==> config.mk <==
export PLATFORM = sky130hd
export DESIGN_NAME = ies_ctrl
export DESIGN_NICKNAME = d
export VERILOG_FILES = /design/src/rtl/ies_pkg.sv /design/src/rtl/ies_pend_bank.sv /design/src/rtl/ies_sleep_fsm.sv /design/src/rtl/ies_ctrl.sv
export SDC_FILE = /design/constraint.sdc
export NUM_CORES = 1
export LEC_CHECK = 0
export BUFFER_PORTS_ARGS = -buffer_cell sky130_fd_sc_hd__buf_4
export CAP_MARGIN = 20
export CORE_MARGIN = 4
export CORE_UTILIZATION = 48
export DETAILED_ROUTE_END_ITERATION = 16
export PLACE_DENSITY_LB_ADDON = 0.12
export RECOVER_POWER = 25
export SLEW_MARGIN = 5
export SYNTH_ARGS = -nofsm -noshare
export SYNTH_HDL_FRONTEND = slang
export SYNTH_SLANG_ARGS = --single-unit
export TNS_END_PERCENT = 50
==> constraint.sdc <==
create_clock -name clk -period 5 [get_ports clk]
set_input_delay 1 -clock clk [delete_from_list [all_inputs] [get_ports clk]]
set_output_delay 1 -clock clk [all_outputs]
set_load 0.03 [all_outputs]
==> src/rtl/ies_pkg.sv <==
package ies_pkg;
    typedef enum logic [1:0] {
        ST_RUN   = 2'd0,
        ST_SLEEP = 2'd1,
        ST_WAKE  = 2'd2
    } sleep_state_e;

    localparam logic [5:0] OFS_IEN     = 6'h00;
    localparam logic [5:0] OFS_IPEND   = 6'h04;
    localparam logic [5:0] OFS_ISET    = 6'h08;
    localparam logic [5:0] OFS_ICLR    = 6'h0C;
    localparam logic [5:0] OFS_EEN     = 6'h10;
    localparam logic [5:0] OFS_EPEND   = 6'h14;
    localparam logic [5:0] OFS_ESET    = 6'h18;
    localparam logic [5:0] OFS_ECLR    = 6'h1C;
    localparam logic [5:0] OFS_SLPCTL  = 6'h20;
    localparam logic [5:0] OFS_SLPSTAT = 6'h24;
endpackage

==> src/rtl/ies_pend_bank.sv <==
module ies_pend_bank #(
    parameter int N         = 32,
    parameter int LIVE_FROM = 23
) (
    input  logic         clk,
    input  logic         rst_n,
    input  logic [N-1:0] lines_i,
    input  logic         en_we_i,
    input  logic         pend_we_i,
    input  logic         set_we_i,
    input  logic         clr_we_i,
    input  logic [N-1:0] wdata_i,
    output logic [N-1:0] en_o,
    output logic [N-1:0] pend_o,
    output logic         req_o
);
    localparam logic [N-1:0] LIVE_MASK = {N{1'b1}} << LIVE_FROM;

    logic [N-1:0] prev_q, en_q, pend_q, pend_d, hw_set;

    assign hw_set = lines_i & ~prev_q & en_q & LIVE_MASK;

    always_comb begin
        pend_d = pend_we_i ? wdata_i : pend_q;
        if (clr_we_i) pend_d = pend_d & ~wdata_i;
        if (set_we_i) pend_d = pend_d | wdata_i;
        pend_d = (pend_d | hw_set) & LIVE_MASK;
    end

    always_ff @(posedge clk or negedge rst_n) begin
        if (!rst_n) begin
            prev_q <= '0;
            en_q   <= '0;
            pend_q <= '0;
        end else begin
            prev_q <= lines_i;
            pend_q <= pend_d;
            if (en_we_i) en_q <= wdata_i;
        end
    end

    assign en_o   = en_q;
    assign pend_o = pend_q;
    assign req_o  = |(pend_q & en_q);

    AST_HW_SET_WINS: assert property (@(posedge clk) disable iff (!rst_n)
        (hw_set != '0) |=> ((pend_q & $past(hw_set)) == $past(hw_set)));

    AST_PEND_QUIET: assert property (@(posedge clk) disable iff (!rst_n)
        (!pend_we_i && !set_we_i && !clr_we_i && hw_set == '0) |=> $stable(pend_q));
endmodule

==> src/rtl/ies_sleep_fsm.sv <==
module ies_sleep_fsm
    import ies_pkg::*;
(
    input  logic clk,
    input  logic rst_n,
    input  logic sleep_req_i,
    input  logic wake_i,
    output logic clk_en_o,
    output logic asleep_o,
    output logic wake_done_o
);
    sleep_state_e state_q, state_d;

    always_ff @(posedge clk or negedge rst_n) begin
        if (!rst_n) state_q <= ST_RUN;
        else        state_q <= state_d;
    end

    always_comb begin
        state_d = state_q;
        unique case (state_q)
            ST_RUN:   if (sleep_req_i) state_d = ST_SLEEP;
            ST_SLEEP: if (wake_i)      state_d = ST_WAKE;
            ST_WAKE:                   state_d = ST_RUN;
            default:                   state_d = ST_RUN;
        endcase
    end

    always_comb begin
        clk_en_o    = 1'b1;
        asleep_o    = 1'b0;
        wake_done_o = 1'b0;
        unique case (state_q)
            ST_RUN: ;
            ST_SLEEP: begin
                clk_en_o = 1'b0;
                asleep_o = 1'b1;
            end
            ST_WAKE:  wake_done_o = 1'b1;
            default: ;
        endcase
    end

    AST_ENTER_SLEEP: assert property (@(posedge clk) disable iff (!rst_n)
        (state_q == ST_RUN && sleep_req_i) |=> (state_q == ST_SLEEP));

    AST_HOLD_SLEEP: assert property (@(posedge clk) disable iff (!rst_n)
        (state_q == ST_SLEEP && !wake_i) |=> (state_q == ST_SLEEP));

    AST_WAKE_ONE_CYCLE: assert property (@(posedge clk) disable iff (!rst_n)
        (state_q == ST_WAKE) |=> (state_q == ST_RUN));
endmodule

==> src/rtl/ies_ctrl.sv <==
module ies_ctrl
    import ies_pkg::*;
#(
    parameter int N         = 32,
    parameter int LIVE_FROM = 23,
    parameter int DW        = 32
) (
    input  logic          clk,
    input  logic          rst_n,
    input  logic [N-1:0]  irq_lines_i,
    input  logic [N-1:0]  evt_lines_i,
    input  logic          bus_valid_i,
    input  logic          bus_write_i,
    input  logic [5:0]    bus_addr_i,
    input  logic [DW-1:0] bus_wdata_i,
    output logic [DW-1:0] bus_rdata_o,
    output logic          irq_req_o,
    output logic          core_clk_en_o
);
    logic         wr;
    logic [N-1:0] ien, ipend, een, epend;
    logic         irq_any, evt_any;
    logic         sleep_bit_q, asleep, wake_done;

    assign wr = bus_valid_i & bus_write_i;

    ies_pend_bank #(.N(N), .LIVE_FROM(LIVE_FROM)) u_irq_bank (
        .clk       (clk),
        .rst_n     (rst_n),
        .lines_i   (irq_lines_i),
        .en_we_i   (wr && bus_addr_i == OFS_IEN),
        .pend_we_i (wr && bus_addr_i == OFS_IPEND),
        .set_we_i  (wr && bus_addr_i == OFS_ISET),
        .clr_we_i  (wr && bus_addr_i == OFS_ICLR),
        .wdata_i   (bus_wdata_i[N-1:0]),
        .en_o      (ien),
        .pend_o    (ipend),
        .req_o     (irq_any)
    );

    ies_pend_bank #(.N(N), .LIVE_FROM(LIVE_FROM)) u_evt_bank (
        .clk       (clk),
        .rst_n     (rst_n),
        .lines_i   (evt_lines_i),
        .en_we_i   (wr && bus_addr_i == OFS_EEN),
        .pend_we_i (wr && bus_addr_i == OFS_EPEND),
        .set_we_i  (wr && bus_addr_i == OFS_ESET),
        .clr_we_i  (wr && bus_addr_i == OFS_ECLR),
        .wdata_i   (bus_wdata_i[N-1:0]),
        .en_o      (een),
        .pend_o    (epend),
        .req_o     (evt_any)
    );

    always_ff @(posedge clk or negedge rst_n) begin
        if (!rst_n)                              sleep_bit_q <= 1'b0;
        else if (wake_done)                      sleep_bit_q <= 1'b0;
        else if (wr && bus_addr_i == OFS_SLPCTL) sleep_bit_q <= bus_wdata_i[0];
    end

    ies_sleep_fsm u_fsm (
        .clk         (clk),
        .rst_n       (rst_n),
        .sleep_req_i (sleep_bit_q),
        .wake_i      (irq_any | evt_any),
        .clk_en_o    (core_clk_en_o),
        .asleep_o    (asleep),
        .wake_done_o (wake_done)
    );

    always_comb begin
        unique case (bus_addr_i)
            OFS_IEN:     bus_rdata_o = DW'(ien);
            OFS_IPEND:   bus_rdata_o = DW'(ipend);
            OFS_EEN:     bus_rdata_o = DW'(een);
            OFS_EPEND:   bus_rdata_o = DW'(epend);
            OFS_SLPCTL:  bus_rdata_o = DW'(sleep_bit_q);
            OFS_SLPSTAT: bus_rdata_o = DW'(asleep);
            default:     bus_rdata_o = '0;
        endcase
    end

    assign irq_req_o = irq_any;

    AST_WAKE_CLEARS_CTL: assert property (@(posedge clk) disable iff (!rst_n)
        wake_done |=> !sleep_bit_q);

    AST_GATE_NEEDS_REQ: assert property (@(posedge clk) disable iff (!rst_n)
        $fell(core_clk_en_o) |-> $past(sleep_bit_q));
endmodule

==> flow_summary.yaml, run 1 <==
clocking:
  clkTransAtPathRegs_ps: 90
  clk_path_buf_depth: 2
  htree_levels: 3
  worstSkewPairLatency_ps: 370
  ctsResizeCount: 0
  cts.sinks: 103
  cts_hold_buf: 0
  cts_buffers: 9
  cts_tree: "done"
  cts_setup_buffers: 0
  cts_root_buffer: "clkbuf_8"
min_path:
  hp-class: "reg -> reg"
  hold_start: "u_fsm.state_q[1]"
  hold_depth: 1
  hold_end: "sleep_bit_q"
finish:
  regArea_sq_mm: 0.002577
  syn_to_final_growth_pct: 20.48
  postLayoutCoreUtil: 0.5942
  final.fill_count: 839
  layout.nets: 572
  drive_above_1_share: 0.3800
  multi_input_area_sq_mm: 0.002125
  n_antenna_cell: 0
critical_path:
  reg2reg_to: "u_fsm.state_q[1]"
  timing.rr.start: "u_irq_bank.en_o[30]"
  crit_family: "simple AND/OR/NAND/NOR gates"
  critPathMaxFanout: 19
  critPathBufInv: 3
  arrival_ps: 2630
  worst_setup_path_end_kind: "output port"
  cp_slowest_cell: "or4_4"
  crit_path_max_incr_delay_ps: 620
  rr_worst_depth: 4
  worstPathRequired_ps: 4000
  r2r_slack_ps: 3370
  start_kind: "input pin"
  worst_path_most_repeated_cell: "buf_4"
  crit_chain: "buf_4 > or4_4 > nor3_4 > buf_4 > a22o_1 > buf_4"
  path_class: "in -> out"
logic_synthesis:
  ys.flop_type: "dfrtp_1"
  synth_top_area_frac: 0.5346
  synth_most_common_cell: "dfrtp_1"
  synth_edf_count: 0
  synth_common_cells: "dfrtp_1, mux2_4, nand2_1"
  syn_area_sq_mm: 0.004821
  synth-seq-area-share: 0.5346
  synth_cell_type_count: 34
  synth.avg_cell_area_sq_um: 12.96
  yosys.area.top_type: "dfrtp_1"
  synth_nets: 478
  ys_warn_count: 0
  netlist_instances: 372
  synth.area.top_cells: "dfrtp_1, mux2_4, a22o_1, nand2_1, nand3b_1"
  synth-seq-cells: 103
  async_flop_share: 1.000
timing:
  period_share: 0.7260
  fmax_mhz: 275.5
  setup-violations-final: 0
  fin_skew_ps: 5.968
  min_period_ps: 3630
  worstMarginPinSlew_ps: 1778
  relSlewSlack: -0.1850
  rsz0062_at_grt: "false"
  setup_tns_ps: 0
  timing_hold_violations_final: 0
  slew_viol_final: 71
  worst_slack_ps: 1370
grt:
  grt_max_degree: 71
  grt_pass1_vias: 3481
  grt_usage: 0.2020
  antenna_found_initial: 0
  grt_pass1_wl_microns: 18060
  grt_overflow: 0
placed_design:
  dp_hpwl_microns: 7511
  gp_congestion: 0.7984
  dp_slack_ps: 1381
  port_buffers: 93
die:
  die_w_microns: 108.2
  die_area_sq_mm: 0.01171
  die_h_microns: 108.2
  io_pins: 140
  start_util: 0.4932
  coreArea_sq_mm: 0.009774
  rows: 36
drt:
  vias: 3342
  via_per_inst: 5.533
  wirelength_microns: 11250
  antenna_left: 0
  wl_per_cell_microns: 18.63
  drc: 0
  dr.pass1.iters: 5
  drtIter0Drc: 186
status:
  failed_checks: "max-capacitance violations, max-slew violations"
  status: "finished with violations"
power:
  leakagePower_uw: 0.002810
  peakVddDrop_uv: 161.0
  power.density_mw_per_mm2: 318.1
flow_run:
  cap_violations: 1
==> logic make-up after synthesis <==
logic type,Yosys count,share of synthesized area
AOI/OAI and AO/OA,60,0.09499
xor gates and xnor gates,10,0.01817
buffers and inverters,21,0.02907
DFF,103,0.5346
muxes,67,0.2024
and+or+nand+nor,111,0.1207
==> per-stage QoR <==
stage / instances / instance area [sq um] / total power (uW) / hold slack, ps
after CTS: 604 / 5844 / 1870 / 479.4
after global routing: 604 / 5808 / 1948 / 515.9
final: 604 / 5808 / 1848 / 478.2
after floorplan: 372 / 4821 / 1217 / 442.0
after detailed placement: 588 / 5654 / 1351 / 465.9
after global placement: 588 / 5654 / 1341 / 447.9
==> worst register-to-register path: cells and delay by family, from the launching register on <==
family	cells	cell delay, ps
AO/OA/AOI/OAI	1	380
flip-flops	1	440
AND/OR/NAND/NOR	3	690
==> cell type report <==
class,instances,share of cell area
repair buffers,102,0.1277
inverters,2,0.001293
well taps,133,0.02865
flip-flops and latches,103,0.4438
multi-input cells,248,0.3658
clock inverters,4,0.007755
clock buffers,12,0.02499
==> worst max path at each step <==
stage | from | to | cells past startpoint
floorplan | bus_addr_i[2] | bus_rdata_o[23] | 6
global placement | bus_addr_i[3] | bus_rdata_o[23] | 7
detailed placement | bus_addr_i[3] | bus_rdata_o[23] | 7
CTS | bus_addr_i[3] | bus_rdata_o[23] | 7
global route | bus_addr_i[3] | bus_rdata_o[29] | 7
finish | bus_addr_i[3] | bus_rdata_o[9] | 6
==> metal layers <==
layer | GRT usage | up-vias | routed length, microns
met2 | 0.3268 | 101 | 5247
li1 | - | 1536 | -
met3 | 0.04597 | 16 | 737
met4 | 0.06312 | 0 | 186
met5 | 0 | - | 0
met1 | 0.2722 | 1689 | 5080
==> sequential cells by signal, indices dropped and copies added (netlist names) <==
signal             count
sleep_bit_q            1
u_irq_bank.pend_o      9
u_evt_bank.en_o       32
u_evt_bank.pend_o      9
u_irq_bank.prev_q      9
u_fsm.state_q          2
u_evt_bank.prev_q      9
u_irq_bank.en_o       32
==> power by group <==
| part | internal (uW) | switching, uW | leakage, uW |
|---|---|---|---|
| registers | 948 | 82.1 | 0.00133 |
| clock network | 243 | 273 | 0.000100 |
| logic | 160 | 142 | 0.00138 |
==> cells in the final DEF (no fill, tap or decap) <==
cell / synthesis / final
nor2b_1: 2 / 2
nor3_1: 2 / 2
or2_2: 1 / 1
a222oi_1: 10 / 10
mux2_2: 4 / 4
inv_1: 2 / 2
clkbuf_4: 0 / 9
nand3_1: 19 / 19
nor2_2: 0 / 1
nor3_4: 1 / 2
nor2_1: 6 / 5
nand2b_1: 2 / 2
xnor2_1: 10 / 10
nor4_1: 1 / 1
a22o_1: 23 / 23
o32ai_1: 1 / 1
and2_1: 1 / 1
nand2_2: 1 / 1
bufinv_16: 0 / 1
nand2_1: 48 / 48
nor4bb_2: 0 / 2
buf_12: 0 / 1
clkbuf_8: 0 / 10
dfrtp_1: 103 / 103
buf_4: 0 / 82
clkbuf_1: 3 / 11
a21oi_1: 1 / 1
nand3b_1: 18 / 18
clkbuf_2: 0 / 1
o21ai_0: 18 / 18
mux2i_1: 3 / 3
a21o_1: 1 / 1
clkinv_2: 0 / 3
a22oi_1: 6 / 6
nand4_1: 3 / 3
mux2_4: 60 / 60
and3_1: 2 / 2
or4_4: 1 / 1
Power figures use the tool's default switching activity.
==> run 2: changes to the inputs <==
--- a/config.mk
+++ b/config.mk
@@ -5,6 +5,7 @@
 export SDC_FILE = /design/constraint.sdc
 export NUM_CORES = 1
 export LEC_CHECK = 0
+export ABC_AREA = 1
 export BUFFER_PORTS_ARGS = -buffer_cell sky130_fd_sc_hd__buf_4
 export CAP_MARGIN = 20
 export CORE_MARGIN = 4
==> constraint.sdc (replaced) <==
create_clock -name clk -period 3.7 [get_ports clk]
set_input_delay 0.74 -clock clk [delete_from_list [all_inputs] [get_ports clk]]
set_output_delay 0.74 -clock clk [all_outputs]
set_load 0.03 [all_outputs]
==> run 2 against run 1 <==
  * The run now ends clean
  * Register-to-register slack worse by 810 ps
  * Final area grew 5.8%
  * Critical path depth up 1
  * First-iteration DRC count up 84%
  * Via count increased by 39%
  * Combinational power grew 13%
  * Flip-flop and latch count unchanged
  * Sequential share of layout area fell by 2.4 points
  * Synthesized area rose by 9.3%
  * Final cell count up 54%
==> flow_summary.yaml, run 2 <==
drt:
  antenna_left: 0
  drc: 0
  drtIter0Drc: 343
  wl_per_cell_microns: 14.44
  dr.pass1.iters: 5
  vias: 4656
  via_per_inst: 4.996
  wirelength_microns: 13460
finish:
  finalNonFillerCells: 932
  syn_to_final_growth_pct: 16.60
  layout_common_cells: "nand2_1, dfrtp_1, inv_1"
  drive_above_1_share: 0.1633
  final_common_cell: "nand2_1"
  layout.nets: 898
  fin_area_sq_mm: 0.006143
  n_antenna_cell: 0
grt:
  grt_pass1_vias: 4570
  grt_pass1_wl_microns: 22800
  grt_usage: 0.2223
  grt_max_degree: 65
  grt_overflow: 0
  antenna_found_initial: 0
clocking:
  clkTransAtPathRegs_ps: 80
  cts.sinks: 103
  worstSkewPairLatency_ps: 370
  cts_tree: "done"
  htree_levels: 3
  cts_root_buffer: "clkbuf_8"
  cts_buffers: 9
  cts_hold_buf: 0
  cts_setup_buffers: 0
  clk_path_buf_depth: 2
  ctsResizeCount: 0
timing:
  holdWs_ps: 491.6
  setup_tns_ps: 0
  worst_slack_ps: 768.8
  timing_hold_violations_final: 0
  fin_skew_ps: 9.047
  slew_viol_final: 0
  fmax_mhz: 341.2
  rsz0062_at_grt: "false"
  worstMarginPinSlew_ps: 1413
  period_share: 0.7922
  min_period_ps: 2931
  setup-violations-final: 0
  relSlewSlack: 0.05772
placed_design:
  dp_hpwl_microns: 9426
  place_area_sq_mm: 0.005968
  port_buffers: 93
  dp.cells: 917
  gp_congestion: 0.8577
  dp_slack_ps: 766.7
die:
  die_h_microns: 112.8
  coreArea_sq_mm: 0.01051
  die_w_microns: 112.8
  die_area_sq_mm: 0.01272
  rows: 37
  start_util: 0.5014
  io_pins: 140
logic_synthesis:
  synth.area.top_cells: "dfrtp_1, nand2_1, nand3_1, inv_1, o21ai_0"
  synth_most_common_cell: "nand2_1"
  synth.avg_cell_area_sq_um: 7.431
  synth_top_area_frac: 0.4892
  async_flop_share: 1.000
  yosys.area.top_type: "dfrtp_1"
  synth_cell_type_count: 22
  syn_area_sq_mm: 0.005269
  synth_common_cells: "nand2_1, dfrtp_1, inv_1"
  synth-seq-cells: 103
  ys.flop_type: "dfrtp_1"
  synth-seq-area-share: 0.4892
  ys_warn_count: 0
  synth_nets: 815
  netlist_instances: 709
  synth_edf_count: 0
power:
  peakVddDrop_uv: 318.1
  internal-power_uw: 1697
  pwr-share-clk: 0.303
  seqPwrFrac: 0.551
  leakagePower_uw: 0.003268
  power.density_mw_per_mm2: 380.3
  p_comb_frac: 0.145
  p_sw_uw: 638.9
  swShare: 0.2735
critical_path:
  rr_worst_depth: 6
  critPathMaxFanout: 23
  worst_setup_path_end_kind: "output port"
  worstPathRequired_ps: 2960
  path_class: "in -> out"
  arrival_ps: 2190
  timing.rr.start: "u_irq_bank.pend_o[25]"
  reg2reg_to: "u_fsm.state_q[1]"
  r2r_slack_ps: 2560
  start_kind: "input pin"
flow_run:
  cap_violations: 0
min_path:
  hold_depth: 2
  hold_start: "u_evt_bank.en_o[10]"
  hold_end: "u_evt_bank.en_o[10]"
  hp-class: "reg -> reg"
status:
  status: "finished, final reports clean"
[run 2: cell count changes after synthesis, moves of 6 or more]
cell | previous run | this run
nand2_1 | 48 | 240
xnor2_1 | 10 | 0
o21ai_0 | 18 | 46
nor2_1 | 6 | 49
inv_1 | 2 | 93
mux2_4 | 60 | 0
o21ai_1 | 0 | 20
a22o_1 | 23 | 0
nand3_1 | 19 | 90
nand3b_1 | 18 | 0
a222oi_1 | 10 | 0
a22oi_1 | 6 | 0
a21oi_1 | 1 | 19
[run 2: power groups by stage]
stage               sequential (uW)  combinational [uW]  clock, uW
floorplan                      1290                 199          0
global placement               1300                 335          0
detailed placement             1310                 345          0
CTS                            1290                 346        729
global route                   1300                 389        770
finish                         1290                 340        708
[run 2: cells by family (layout without fill, tap and decap cells)]
kind of cell           Yosys count  in the layout  synth area share
AND/OR/NAND/NOR                397            397            0.3201
flip-flops                     103            103            0.4892
AO/OA/AOI/OAI                   85             85           0.08074
buffers and inverters          124            211            0.1100
[run 2: worst max path at each step]
| stage | startpoint | to | slack (ps) | cells after the start |
|---|---|---|---|---|
| after CTS | bus_addr_i[1] | bus_rdata_o[0] | 760 | 7 |
| final | bus_addr_i[1] | bus_rdata_o[0] | 770 | 7 |
| after floorplan | bus_addr_i[3] | bus_rdata_o[10] | 1380 | 6 |
| after global placement | bus_addr_i[1] | bus_rdata_o[0] | 770 | 7 |
| after detailed placement | bus_addr_i[1] | bus_rdata_o[0] | 770 | 7 |
| after global routing | bus_addr_i[1] | bus_rdata_o[0] | 660 | 7 |
[run 2: area by class of cell]
| class | instances | area, sq um |
|---|---|---|
| fillers | 1018 | 4365 |
| flip-flops and latches | 103 | 2577 |
| multi-input cells | 482 | 2115 |
| repair buffers | 98 | 714.4 |
| inverters | 98 | 370.4 |
| well taps | 136 | 170.2 |
| clock buffers | 11 | 151.4 |
| clock inverters | 4 | 45.04 |
[run 2: critical path, cell delays in order]
cell,delay (ps)
buf_4,120
nor2_4,180
nand3_2,280
inv_2,450
a21oi_1,120
nand2_1,110
buf_4,160
[run 2: metrics by stage]
stage	utilization	total power, uW
floorplan	-	1493
global placement	0.5679	1639
detailed placement	0.5679	1653
CTS	0.5866	2362
global route	0.5846	2461
finish	0.5846	2336
[run 2: metal layers]
metal | GRT usage | up-vias | share of wire
li1 | - | 2363 | -
met1 | 0.3180 | 2153 | 0.46
met2 | 0.3479 | 125 | 0.46
met3 | 0.04439 | 15 | 0.064
met4 | 0.05849 | 0 | 0.013
met5 | 0 | - | 0
==> run 3: changes to the inputs <==
==> constraint.sdc (replaced) <==
create_clock -name clk -period 2.5 [get_ports clk]
set_input_delay 0.5 -clock clk [delete_from_list [all_inputs] [get_ports clk]]
set_output_delay 0.5 -clock clk [all_outputs]
set_load 0.03 [all_outputs]
==> run 3 against run 2 <==
  * Critical path depth did not move
  * First-iteration DRC count fell by 4.7%
  * Hold slack got worse by 240 ps
  * Clock skew fell by 1.9 ps
  * Global-route usage fell by 0.089 points
  * Worst setup slack got worse by 520 ps
  * Clock power rose by 54%
  * Critical path type unchanged
  * Largest power group unchanged
  * Highest routed layer unchanged
==> flow_summary.yaml, run 3 (synthesis results as in run 2) <==
status:
  status: "finished, final reports clean"
critical_path:
  path_class: "in -> out"
  cp_slowest_cell: "nand3_1"
  worst_path_most_repeated_cell: "buf_4"
  crit_family: "simple AND/OR/NAND/NOR gates"
  start_kind: "input pin"
  worst_setup_path_end_kind: "output port"
  critPathBufInv: 2
  crit_path_max_incr_delay_ps: 410
  arrival_ps: 1750
  crit_chain: "buf_4 > nor2_4 > nand3_1 > nor2_1 > a21oi_1 > nand2_1 > buf_4"
  critPathMaxFanout: 10
  worstPathRequired_ps: 2000
timing:
  fin_skew_ps: 7.105
  setup_tns_ps: 0
  min_period_ps: 2254
  setup-violations-final: 0
  worstMarginPinSlew_ps: 1055
  relSlewSlack: 0.2969
  fmax_mhz: 443.6
  slew_viol_final: 0
  period_share: 0.9018
  rsz0062_at_grt: "false"
  timing_hold_violations_final: 0
grt:
  antenna_found_initial: 0
  grt_max_degree: 65
  grt_pass1_vias: 4700
  grt_overflow: 0
  grt_pass1_wl_microns: 22780
  grt_usage: 0.2214
die:
  coreArea_sq_mm: 0.01051
  die_area_sq_mm: 0.01272
  rows: 37
  die_h_microns: 112.8
  die_w_microns: 112.8
  start_util: 0.5014
  io_pins: 140
drt:
  drc: 0
  antenna_left: 0
  via_per_inst: 5.076
  wirelength_microns: 13640
  dr.pass1.iters: 5
  vias: 4771
  drtIter0Drc: 327
  wl_per_cell_microns: 14.51
clocking:
  cts_setup_buffers: 0
  cts_hold_buf: 0
  clkTransAtPathRegs_ps: 90
  cts_root_buffer: "clkbuf_8"
  cts_tree: "done"
  cts_buffers: 9
  htree_levels: 3
  cts.sinks: 103
  ctsResizeCount: 0
  clk_path_buf_depth: 2
  worstSkewPairLatency_ps: 370
finish:
  layout_common_cells: "nand2_1, dfrtp_1, inv_1"
  multi_input_area_sq_mm: 0.002112
  syn_to_final_growth_pct: 18.02
  n_antenna_cell: 0
  final_common_cell: "nand2_1"
  postLayoutCoreUtil: 0.5917
  finalNonFillerCells: 940
  layout.nets: 905
  regArea_sq_mm: 0.002577
  final.fill_count: 1001
  drive_above_1_share: 0.1692
power:
  leakagePower_uw: 0.003312
  power.density_mw_per_mm2: 563.3
  peakVddDrop_uv: 399.6
  totalPowerFinal_uw: 3503
placed_design:
  dp_hpwl_microns: 9472
  dp.cells: 924
  port_buffers: 93
  gp_congestion: 0.8339
flow_run:
  cap_violations: 0
min_path:
  hp-class: "in -> reg"
run 3: path summary, 6_finish.rpt:
check                      cells past startpoint                     to                start  slack, ps
setup / recovery                               7        bus_rdata_o[24]        bus_addr_i[1]        250
hold / removal                                 1  u_irq_bank.prev_q[25]      irq_lines_i[25]        250
setup reg to reg                               6       u_fsm.state_q[1]  u_irq_bank.en_o[25]       1380
hold reg to reg                                2    u_evt_bank.en_o[17]  u_evt_bank.en_o[17]        490
max in group asynchronous                      2    u_evt_bank.en_o[20]                rst_n        680
min in group asynchronous                      1    u_evt_bank.en_o[17]                rst_n        300
run 3: per-layer routing:
layer  wire, microns  up-vias  track usage
met5               0        -            0
met4             164        0      0.06250
met3             960       14      0.04706
met2            6212      150       0.3428
met1            6299     2229       0.3164
li1                -     2378            -
run 3: per-stage QoR:
step / hold slack, ps / setup slack (ps) / cell area, sq um
2_1_floorplan: 204.4 / 657.2 / 5269
3_3_place_gp: 465.8 / 255.7 / 6043
3_5_place_dp: 473.2 / 235.6 / 6043
4_1_cts: 122.7 / 238.5 / 6252
5_1_grt: 247.0 / 77.59 / 6218
6_report: 252.6 / 245.6 / 6218
run 3: final cells by class:
type,count,area share
timing repair buffer,105,0.1254
tap,136,0.02736
clock inverter,3,0.006439
multi-input combinational,482,0.3396
inverter,98,0.05956
sequential,103,0.4145
clock buffer,13,0.02716
run 3: power breakdown:
part | internal, uW | total, uW | switching [uW]
sequential | 1810 | 1910 | 92.4
clock | 543 | 1090 | 551
combinational | 193 | 503 | 310
total | 2550 | 3500 | 954
